### config.mk
export PLATFORM = sky130hd
export DESIGN_NAME = dual_hash_core
export DESIGN_NICKNAME = d
export VERILOG_FILES = /design/src/rtl/hm_pkg.sv /design/src/rtl/hm_msg_sched.sv /design/src/rtl/hm_step.sv /design/src/rtl/dual_hash_core.sv
export SDC_FILE = /design/constraint.sdc
export NUM_CORES = 2
export LEC_CHECK = 0
export CAP_MARGIN = 20
export CORE_MARGIN = 5
export CORE_UTILIZATION = 40
export CTS_BUF_LIST = sky130_fd_sc_hd__clkbuf_2 sky130_fd_sc_hd__clkbuf_4 sky130_fd_sc_hd__clkbuf_8
export DETAILED_ROUTE_END_ITERATION = 12
export HOLD_SLACK_MARGIN = 0.06
export MAX_ROUTING_LAYER = met4
export PLACE_DENSITY = 0.56
export SETUP_SLACK_MARGIN = 0.1
export SLEW_MARGIN = 0
export SYNTH_ARGS = -nofsm -noshare
export SYNTH_HDL_FRONTEND = slang
export SYNTH_SLANG_ARGS = --single-unit
### constraint.sdc
create_clock -name clk -period 37.3 [get_ports clk]
set_input_delay 7.46 -clock clk [delete_from_list [all_inputs] [get_ports clk]]
set_output_delay 7.46 -clock clk [all_outputs]
set_load 0.02 [all_outputs]
### src/rtl/hm_pkg.sv
package hm_pkg;
    localparam int WW      = 32;
    localparam int NWORDS  = 16;
    localparam int IDX_W   = $clog2(NWORDS);
    localparam int SHA_N   = 80;
    localparam int MD5_N   = 64;
    localparam int STEP_W  = $clog2(SHA_N);
    localparam int DIG_W   = 5 * WW;

    typedef logic [WW-1:0] word_t;

    typedef enum logic {ALG_SHA1 = 1'b0, ALG_MD5 = 1'b1} alg_e;

    typedef struct packed {
        word_t a;
        word_t b;
        word_t c;
        word_t d;
        word_t e;
    } wvars_t;

    typedef struct packed {
        logic              run;
        logic [STEP_W-1:0] step;
        logic [IDX_W-1:0]  widx;
        alg_e              alg;
        logic              dvalid;
        wvars_t            wv;
        wvars_t            hv;
    } ctl_t;

    function automatic word_t rotl(word_t x, int n);
        return (x << n) | (x >> (WW - n));
    endfunction

    function automatic word_t bswap(word_t x);
        return {x[7:0], x[15:8], x[23:16], x[31:24]};
    endfunction

    function automatic wvars_t init_vals();
        wvars_t v;
        v.a = 32'h67452301;
        v.b = 32'hefcdab89;
        v.c = 32'h98badcfe;
        v.d = 32'h10325476;
        v.e = 32'hc3d2e1f0;
        return v;
    endfunction

    function automatic logic [4:0] md5_rot(logic [5:0] t);
        logic [4:0] r;
        case ({t[5:4], t[1:0]})
            4'h0: r = 5'd7;   4'h1: r = 5'd12; 4'h2: r = 5'd17; 4'h3: r = 5'd22;
            4'h4: r = 5'd5;   4'h5: r = 5'd9;  4'h6: r = 5'd14; 4'h7: r = 5'd20;
            4'h8: r = 5'd4;   4'h9: r = 5'd11; 4'ha: r = 5'd16; 4'hb: r = 5'd23;
            4'hc: r = 5'd6;   4'hd: r = 5'd10; 4'he: r = 5'd15; default: r = 5'd21;
        endcase
        return r;
    endfunction

    function automatic logic [IDX_W-1:0] md5_widx(logic [5:0] t);
        logic [IDX_W-1:0] x;
        logic [IDX_W-1:0] g;
        x = t[3:0];
        case (t[5:4])
            2'd0:    g = x;
            2'd1:    g = x * 4'd5 + 4'd1;
            2'd2:    g = x * 4'd3 + 4'd5;
            default: g = x * 4'd7;
        endcase
        return g;
    endfunction

    function automatic word_t md5_const(logic [5:0] t);
        word_t k;
        case (t)
            6'd0:  k = 32'hd76aa478; 6'd1:  k = 32'he8c7b756; 6'd2:  k = 32'h242070db; 6'd3:  k = 32'hc1bdceee;
            6'd4:  k = 32'hf57c0faf; 6'd5:  k = 32'h4787c62a; 6'd6:  k = 32'ha8304613; 6'd7:  k = 32'hfd469501;
            6'd8:  k = 32'h698098d8; 6'd9:  k = 32'h8b44f7af; 6'd10: k = 32'hffff5bb1; 6'd11: k = 32'h895cd7be;
            6'd12: k = 32'h6b901122; 6'd13: k = 32'hfd987193; 6'd14: k = 32'ha679438e; 6'd15: k = 32'h49b40821;
            6'd16: k = 32'hf61e2562; 6'd17: k = 32'hc040b340; 6'd18: k = 32'h265e5a51; 6'd19: k = 32'he9b6c7aa;
            6'd20: k = 32'hd62f105d; 6'd21: k = 32'h02441453; 6'd22: k = 32'hd8a1e681; 6'd23: k = 32'he7d3fbc8;
            6'd24: k = 32'h21e1cde6; 6'd25: k = 32'hc33707d6; 6'd26: k = 32'hf4d50d87; 6'd27: k = 32'h455a14ed;
            6'd28: k = 32'ha9e3e905; 6'd29: k = 32'hfcefa3f8; 6'd30: k = 32'h676f02d9; 6'd31: k = 32'h8d2a4c8a;
            6'd32: k = 32'hfffa3942; 6'd33: k = 32'h8771f681; 6'd34: k = 32'h6d9d6122; 6'd35: k = 32'hfde5380c;
            6'd36: k = 32'ha4beea44; 6'd37: k = 32'h4bdecfa9; 6'd38: k = 32'hf6bb4b60; 6'd39: k = 32'hbebfbc70;
            6'd40: k = 32'h289b7ec6; 6'd41: k = 32'heaa127fa; 6'd42: k = 32'hd4ef3085; 6'd43: k = 32'h04881d05;
            6'd44: k = 32'hd9d4d039; 6'd45: k = 32'he6db99e5; 6'd46: k = 32'h1fa27cf8; 6'd47: k = 32'hc4ac5665;
            6'd48: k = 32'hf4292244; 6'd49: k = 32'h432aff97; 6'd50: k = 32'hab9423a7; 6'd51: k = 32'hfc93a039;
            6'd52: k = 32'h655b59c3; 6'd53: k = 32'h8f0ccc92; 6'd54: k = 32'hffeff47d; 6'd55: k = 32'h85845dd1;
            6'd56: k = 32'h6fa87e4f; 6'd57: k = 32'hfe2ce6e0; 6'd58: k = 32'ha3014314; 6'd59: k = 32'h4e0811a1;
            6'd60: k = 32'hf7537e82; 6'd61: k = 32'hbd3af235; 6'd62: k = 32'h2ad7d2bb; default: k = 32'heb86d391;
        endcase
        return k;
    endfunction
endpackage

### src/rtl/hm_msg_sched.sv
module hm_msg_sched
    import hm_pkg::*;
(
    input  logic              clk,
    input  logic              rst_n,
    input  logic              load_en,
    input  logic [IDX_W-1:0]  load_idx,
    input  word_t             load_word,
    input  logic              step_en,
    input  alg_e              alg,
    input  logic [STEP_W-1:0] step,
    output word_t             w_t
);
    logic [NWORDS-1:0][WW-1:0] mem_d, mem_q;
    logic [IDX_W-1:0]          slot;
    word_t                     expand;

    always_comb begin
        slot   = step[IDX_W-1:0];
        expand = rotl(mem_q[slot - 4'd3] ^ mem_q[slot - 4'd8] ^
                      mem_q[slot - 4'd14] ^ mem_q[slot], 1);
        if (alg == ALG_MD5)
            w_t = mem_q[md5_widx(step[5:0])];
        else if (step < STEP_W'(NWORDS))
            w_t = mem_q[slot];
        else
            w_t = expand;

        mem_d = mem_q;
        if (load_en)
            mem_d[load_idx] = load_word;
        else if (step_en && alg == ALG_SHA1 && step >= STEP_W'(NWORDS))
            mem_d[slot] = expand;
    end

    always_ff @(posedge clk) begin
        if (!rst_n) mem_q <= '0;
        else        mem_q <= mem_d;
    end

    // MD5 reads its block words in permuted order and never rewrites them
    p_md5_buf_stable_r2: assert property (@(posedge clk) disable iff (!rst_n)
        (step_en && alg == ALG_MD5 && !load_en) |=> $stable(mem_q));
endmodule

### src/rtl/hm_step.sv
module hm_step
    import hm_pkg::*;
(
    input  alg_e              alg,
    input  logic [STEP_W-1:0] step,
    input  wvars_t            cur,
    input  word_t             w,
    output wvars_t            nxt
);
    word_t f, k, tmp;

    always_comb begin
        nxt = cur;
        f   = '0;
        k   = '0;
        tmp = '0;
        if (alg == ALG_SHA1) begin
            if (step < 7'd20) begin
                f = (cur.b & cur.c) | (~cur.b & cur.d);
                k = 32'h5a827999;
            end else if (step < 7'd40) begin
                f = cur.b ^ cur.c ^ cur.d;
                k = 32'h6ed9eba1;
            end else if (step < 7'd60) begin
                f = (cur.b & cur.c) | (cur.b & cur.d) | (cur.c & cur.d);
                k = 32'h8f1bbcdc;
            end else begin
                f = cur.b ^ cur.c ^ cur.d;
                k = 32'hca62c1d6;
            end
            tmp   = rotl(cur.a, 5) + f + cur.e + k + w;
            nxt.e = cur.d;
            nxt.d = cur.c;
            nxt.c = rotl(cur.b, 30);
            nxt.b = cur.a;
            nxt.a = tmp;
        end else begin
            case (step[5:4])
                2'd0:    f = (cur.b & cur.c) | (~cur.b & cur.d);
                2'd1:    f = (cur.d & cur.b) | (~cur.d & cur.c);
                2'd2:    f = cur.b ^ cur.c ^ cur.d;
                default: f = cur.c ^ (cur.b | ~cur.d);
            endcase
            k     = md5_const(step[5:0]);
            tmp   = cur.a + f + k + w;
            nxt.a = cur.d;
            nxt.d = cur.c;
            nxt.c = cur.b;
            nxt.b = cur.b + rotl(tmp, int'(md5_rot(step[5:0])));
        end
    end
endmodule

### src/rtl/dual_hash_core.sv
module dual_hash_core
    import hm_pkg::*;
(
    input  logic             clk,
    input  logic             rst_n,
    input  logic             alg_sel,
    input  logic             first_blk,
    input  logic             in_valid,
    output logic             in_ready,
    input  logic [WW-1:0]    in_word,
    output logic             busy,
    output logic             digest_valid,
    output logic [DIG_W-1:0] digest
);
    ctl_t              ctl_d, ctl_q;
    wvars_t            step_nxt;
    word_t             w_t, load_word;
    logic              load_fire;
    alg_e              eff_alg;
    logic [STEP_W-1:0] last_step;

    hm_msg_sched u_sched (
        .clk       (clk),
        .rst_n     (rst_n),
        .load_en   (load_fire),
        .load_idx  (ctl_q.widx),
        .load_word (load_word),
        .step_en   (ctl_q.run),
        .alg       (ctl_q.alg),
        .step      (ctl_q.step),
        .w_t       (w_t)
    );

    hm_step u_step (
        .alg  (ctl_q.alg),
        .step (ctl_q.step),
        .cur  (ctl_q.wv),
        .w    (w_t),
        .nxt  (step_nxt)
    );

    always_comb begin
        ctl_d     = ctl_q;
        load_fire = !ctl_q.run && in_valid;
        eff_alg   = (load_fire && ctl_q.widx == '0 && first_blk) ? alg_e'(alg_sel) : ctl_q.alg;
        load_word = (eff_alg == ALG_MD5) ? bswap(in_word) : in_word;
        last_step = (ctl_q.alg == ALG_MD5) ? STEP_W'(MD5_N - 1) : STEP_W'(SHA_N - 1);

        if (load_fire) begin
            ctl_d.widx = ctl_q.widx + 1'b1;
            if (ctl_q.widx == '0) begin
                ctl_d.dvalid = 1'b0;
                if (first_blk) begin
                    ctl_d.alg = alg_e'(alg_sel);
                    ctl_d.hv  = init_vals();
                end
            end
            if (ctl_q.widx == IDX_W'(NWORDS - 1)) begin
                ctl_d.run  = 1'b1;
                ctl_d.step = '0;
                ctl_d.wv   = ctl_q.hv;
            end
        end

        if (ctl_q.run) begin
            ctl_d.wv   = step_nxt;
            ctl_d.step = ctl_q.step + 1'b1;
            if (ctl_q.step == last_step) begin
                ctl_d.run    = 1'b0;
                ctl_d.step   = '0;
                ctl_d.dvalid = 1'b1;
                ctl_d.hv.a   = ctl_q.hv.a + step_nxt.a;
                ctl_d.hv.b   = ctl_q.hv.b + step_nxt.b;
                ctl_d.hv.c   = ctl_q.hv.c + step_nxt.c;
                ctl_d.hv.d   = ctl_q.hv.d + step_nxt.d;
                if (ctl_q.alg == ALG_SHA1)
                    ctl_d.hv.e = ctl_q.hv.e + step_nxt.e;
            end
        end
    end

    always_ff @(posedge clk) begin
        if (!rst_n) begin
            ctl_q      <= '0;
            ctl_q.alg  <= ALG_SHA1;
            ctl_q.hv   <= init_vals();
        end else begin
            ctl_q <= ctl_d;
        end
    end

    assign in_ready     = !ctl_q.run;
    assign busy         = ctl_q.run;
    assign digest_valid = ctl_q.dvalid;
    assign digest       = (ctl_q.alg == ALG_MD5)
                        ? {bswap(ctl_q.hv.a), bswap(ctl_q.hv.b), bswap(ctl_q.hv.c),
                           bswap(ctl_q.hv.d), {WW{1'b0}}}
                        : {ctl_q.hv.a, ctl_q.hv.b, ctl_q.hv.c, ctl_q.hv.d, ctl_q.hv.e};

    // step counter never passes the algorithm's last step
    p_step_range_r5: assert property (@(posedge clk) disable iff (!rst_n)
        busy |-> (ctl_q.step <= ((ctl_q.alg == ALG_MD5) ? STEP_W'(MD5_N - 1) : STEP_W'(SHA_N - 1))));

    // busy ends only after the final step of the running algorithm
    p_busy_len_r6: assert property (@(posedge clk) disable iff (!rst_n)
        $fell(busy) |-> ($past(ctl_q.step) == (($past(ctl_q.alg) == ALG_MD5)
                          ? STEP_W'(MD5_N - 1) : STEP_W'(SHA_N - 1))));

    // compression starts only from a full block accepted at the port
    p_start_after_full_r7: assert property (@(posedge clk) disable iff (!rst_n)
        $rose(busy) |-> ($past(in_valid) && $past(ctl_q.widx) == IDX_W'(NWORDS - 1)));

    // algorithm latch changes only with word 0 of a block
    p_alg_hold_r10: assert property (@(posedge clk) disable iff (!rst_n)
        (ctl_q.widx != '0 || busy) |=> $stable(ctl_q.alg));

    // a fresh digest appears exactly when a block finishes
    p_dvalid_r12: assert property (@(posedge clk) disable iff (!rst_n)
        $rose(digest_valid) |-> $fell(busy));
endmodule

==> flow_metrics.env <==
export IMPL_result_of_the_run="finished, final reports clean"
export IMPL_global_route_wire_length_before_repair_mm=548
export IMPL_grt_overflow_total=0
export IMPL_seq_area_frac_synth_pct=22.0
export IMPL_post_synth_fa_ha_maj_area_fraction_pct=9.77
export IMPL_synth_async_sr_flop_share_pct=0
export IMPL_ys_dominant_reg_cell="sky130_fd_sc_hd__dfxtp_1"
export IMPL_layout_cell_area_non_filler_sq_mm=0.0887
export IMPL_synth_enable_flop_cells=0
export IMPL_setup_tns_final_ps=0
export IMPL_end_kind="flop"
export IMPL_worst_ep_required_time_ps=38170
export IMPL_layout_cells_most_common="sky130_fd_sc_hd__nor2_1"
export IMPL_cp_buffers_inverters=4
export IMPL_number_of_global_route_vias_before_repair=74200
export IMPL_grt_antenna_before_repair=17
export IMPL_worst_hold_path_type="flop to flop"
export IMPL_cellPowerDensity_mw_per_mm2=30.3
export IMPL_crit_path_launch_type="flop"
export IMPL_power_static_leakage_nw=31.4
export IMPL_synthesis_yosys_warnings=0
export IMPL_wl_per_cell_um=33.1
export IMPL_chipWidth_um=458
export IMPL_timing_critical_path_fanout_max=42
export IMPL_place_port_buffers=199
export IMPL_crit_slowest_cell="sky130_fd_sc_hd__buf_4"
export IMPL_drv_slew=0
export IMPL_postSynthNetCount=9635
export IMPL_maximum_number_of_pins_on_one_net_before_global_route_repair=218
export IMPL_syn_instance_count=9085
export IMPL_chipHeight_um=458
export IMPL_cts_num_sinks=883
export IMPL_tritoncts="done"
export IMPL_clk_transition_reported_paths_ps=60
export IMPL_route_detailed_drc=0
export IMPL_core_sq_mm=0.200
export IMPL_worst_hold_slack_ps=500
export IMPL_num_rows=164
export IMPL_synth_compound_gate_area_share_pct=24.5
export IMPL_ff2ff_path_depth=53
export IMPL_final_fill_count=19400
export IMPL_area_growth_syn_to_layout_pct=10.5
export IMPL_number_of_placed_i_o_pins=200
export IMPL_vdd_ir_drop_worst_v=0.0000395
export IMPL_netlist_cell_type_count=88
export IMPL_fin_worst_skew_ps=75.4
export IMPL_dp_final_hpwl_mm=253
export IMPL_syn_cell_area_sq_mm=0.0803
export IMPL_cts_repair_resized=0
export IMPL_setup_viol=0
export IMPL_hold_violations=0
export IMPL_synthXorXnorAreaFrac_pct=3.74
export IMPL_firstDrtPassIters=9
export IMPL_final_min_period_over_clock_period_pct=44.3
export IMPL_largest_family_of_logic_cells_by_synthesized_area="compound AO/OA/AOI/OAI gates"
export IMPL_hold_buffers=0
export IMPL_fin_nets=9409
export IMPL_critical_path_max_stage_delay_ps=790
export IMPL_dr_first_iter_drc_count=11900
export IMPL_relSlewSlack_pct=0.369
export IMPL_post_cts_buffers=0
export IMPL_drt_wl_total_mm=386
export IMPL_finalCriticalPeriod_ps=16510
export IMPL_dpl_instance_area_sq_mm=0.0847
export IMPL_worst_ep_arrival_ps=17380
export IMPL_start_util_pct=40.2
export IMPL_drive_above_1_share_pct=17.0
export IMPL_drt_antenna_violating_nets=0
export IMPL_worstMarginPinSlew_ps=1490
export IMPL_gp_routability_congestion=0.988
export IMPL_clockRootBuffer="sky130_fd_sc_hd__clkbuf_8"
export IMPL_post_synthesis_mean_instance_area_sq_um=8.83
export IMPL_vias_per_cell=6.84
export IMPL_total_power_w=0.00269
export IMPL_hold_depth=2
export IMPL_numCtsBuffers=168
export IMPL_max_clock_freq_mhz=60.6
export IMPL_detailroute_via_count=79800
export IMPL_h_tree_depth=4
export IMPL_synth_simple_gate_area_share_pct=12.3
export IMPL_worstSetupPathDepth=53
export IMPL_total_die_area_sq_mm=0.210
export IMPL_commonest_cells_after_routing_fill_and_taps_aside="1143 x sky130_fd_sc_hd__nor2_1, 875 x sky130_fd_sc_hd__dfxtp_1, 617 x sky130_fd_sc_hd__a211oi_1"
export IMPL_clock_latency_on_the_worst_skew_pair_ps=1020
export IMPL_yosys_mux_area_fraction_pct=21.9
export IMPL_cpMostUsedCell="sky130_fd_sc_hd__o21ai_0"
export IMPL_rsz0062_at_grt="no"
export IMPL_global_route_usage_over_all_layers_pct=36.3
export IMPL_worst_path_dominant_cell_family="compound AO/OA/AOI/OAI gates"
export IMPL_ctsLongestPathBuffers=3
export IMPL_path_class="flop to flop"
export IMPL_timing_max_cap_violations=0
export IMPL_fin_util_pct=44.4
export IMPL_postSynthRegisterBits=883
-- logic make-up (layout without fill, tap and decap cells) --
logic type | count (synthesis) | count (layout)
buffers and inverters | 1210 | 1119
muxes | 996 | 996
DFF | 883 | 883
other | 0 | 15
adders and majority gates | 513 | 513
AOI/OAI and AO/OA | 2837 | 2837
and+or+nand+nor | 2310 | 2310
xor gates and xnor gates | 336 | 336
-- registers in the layout (all words and copies together) (netlist names), named ones only --
| signal | flops |
|---|---|
| busy | 1 |
| ctl_q | 332 |
| u_sched.mem_q | 512 |
| digest_valid | 1 |
-- where the power goes --
group / switching [W] / internal [W] / leakage, nW
sequential: 0.0000101 / 0.000950 / 7.13
clock: 0.000494 / 0.000639 / 2.04
combinational: 0.000386 / 0.000209 / 22.2
-- metal layers --
metal  part of all wire (%)  track usage, %  vias up
li1                       -               -    34000
met1                     38            45.3    39100
met2                     44            54.3     5362
met3                     11            8.43     1269
met4                    6.7            19.7        0
met5                      0               -        -
-- area by class of cell --
| type | count | area [sq um] | share of cell area [%] |
|---|---|---|---|
| antenna | 15 | 37.5 | 0.0423 |
| clock buffer | 263 | 3370 | 3.80 |
| clock inverter | 42 | 509 | 0.574 |
| inverter | 360 | 1360 | 1.54 |
| multi-input combinational | 6992 | 58400 | 65.9 |
| sequential | 883 | 17700 | 20.0 |
| tap | 2656 | 3320 | 3.75 |
| timing repair buffer | 454 | 3960 | 4.47 |
-- synth_stat cells (41+ instances only) --
| cell type | number | area share [%] |
|---|---|---|
| sky130_fd_sc_hd__nor2b_1 | 109 | 0.85 |
| sky130_fd_sc_hd__nor2_1 | 1177 | 5.5 |
| sky130_fd_sc_hd__dfxtp_1 | 883 | 22 |
| sky130_fd_sc_hd__nor3_1 | 108 | 0.67 |
| sky130_fd_sc_hd__xnor2_1 | 225 | 2.5 |
| sky130_fd_sc_hd__o21ai_0 | 513 | 3.2 |
| sky130_fd_sc_hd__o21a_1 | 50 | 0.47 |
| sky130_fd_sc_hd__nand3_1 | 165 | 1.0 |
| sky130_fd_sc_hd__a21o_1 | 103 | 0.96 |
| sky130_fd_sc_hd__clkbuf_1 | 696 | 3.3 |
| sky130_fd_sc_hd__nand2_1 | 543 | 2.5 |
| sky130_fd_sc_hd__mux4_2 | 579 | 16 |
| sky130_fd_sc_hd__xor2_1 | 106 | 1.2 |
| sky130_fd_sc_hd__mux2i_1 | 153 | 1.9 |
| sky130_fd_sc_hd__a22oi_1 | 525 | 4.9 |
| sky130_fd_sc_hd__a222oi_1 | 158 | 2.0 |
| sky130_fd_sc_hd__inv_1 | 350 | 1.6 |
| sky130_fd_sc_hd__fa_1 | 190 | 4.7 |
| sky130_fd_sc_hd__ha_1 | 323 | 5.0 |
| sky130_fd_sc_hd__buf_2 | 65 | 0.41 |
| sky130_fd_sc_hd__o211ai_1 | 65 | 0.61 |
| sky130_fd_sc_hd__buf_1 | 84 | 0.39 |
| sky130_fd_sc_hd__a211oi_1 | 617 | 5.8 |
| sky130_fd_sc_hd__o221ai_1 | 62 | 0.68 |
| sky130_fd_sc_hd__nand2b_1 | 46 | 0.36 |
| sky130_fd_sc_hd__mux2_2 | 264 | 3.7 |
| sky130_fd_sc_hd__a311oi_1 | 41 | 0.45 |
| sky130_fd_sc_hd__a21oi_1 | 409 | 2.6 |
| sky130_fd_sc_hd__a31oi_1 | 45 | 0.35 |
-- worst paths after layout --
check / start / end / slack, ps
max: ctl_q[326] / ctl_q[124] / 20790
min: ctl_q[3] / ctl_q[3] / 500
max reg2reg: ctl_q[326] / ctl_q[124] / 20790
min reg2reg: ctl_q[3] / ctl_q[3] / 500
-- tightest hold or removal path: stages, from the launching register on --
cell                      delay, ps
sky130_fd_sc_hd__dfxtp_1        330
sky130_fd_sc_hd__nand3_1         70
sky130_fd_sc_hd__a21oi_1         50
-- stage by stage --
stage          std cells  worst slack (ps)
2_1_floorplan       9085             23840
3_3_place_gp       11300             21260
3_5_place_dp       11300             20950
4_1_cts            11600             20970
5_1_grt            11700             19740
6_report           11700             20790
Note: power is estimated with default switching activity, not from simulation.
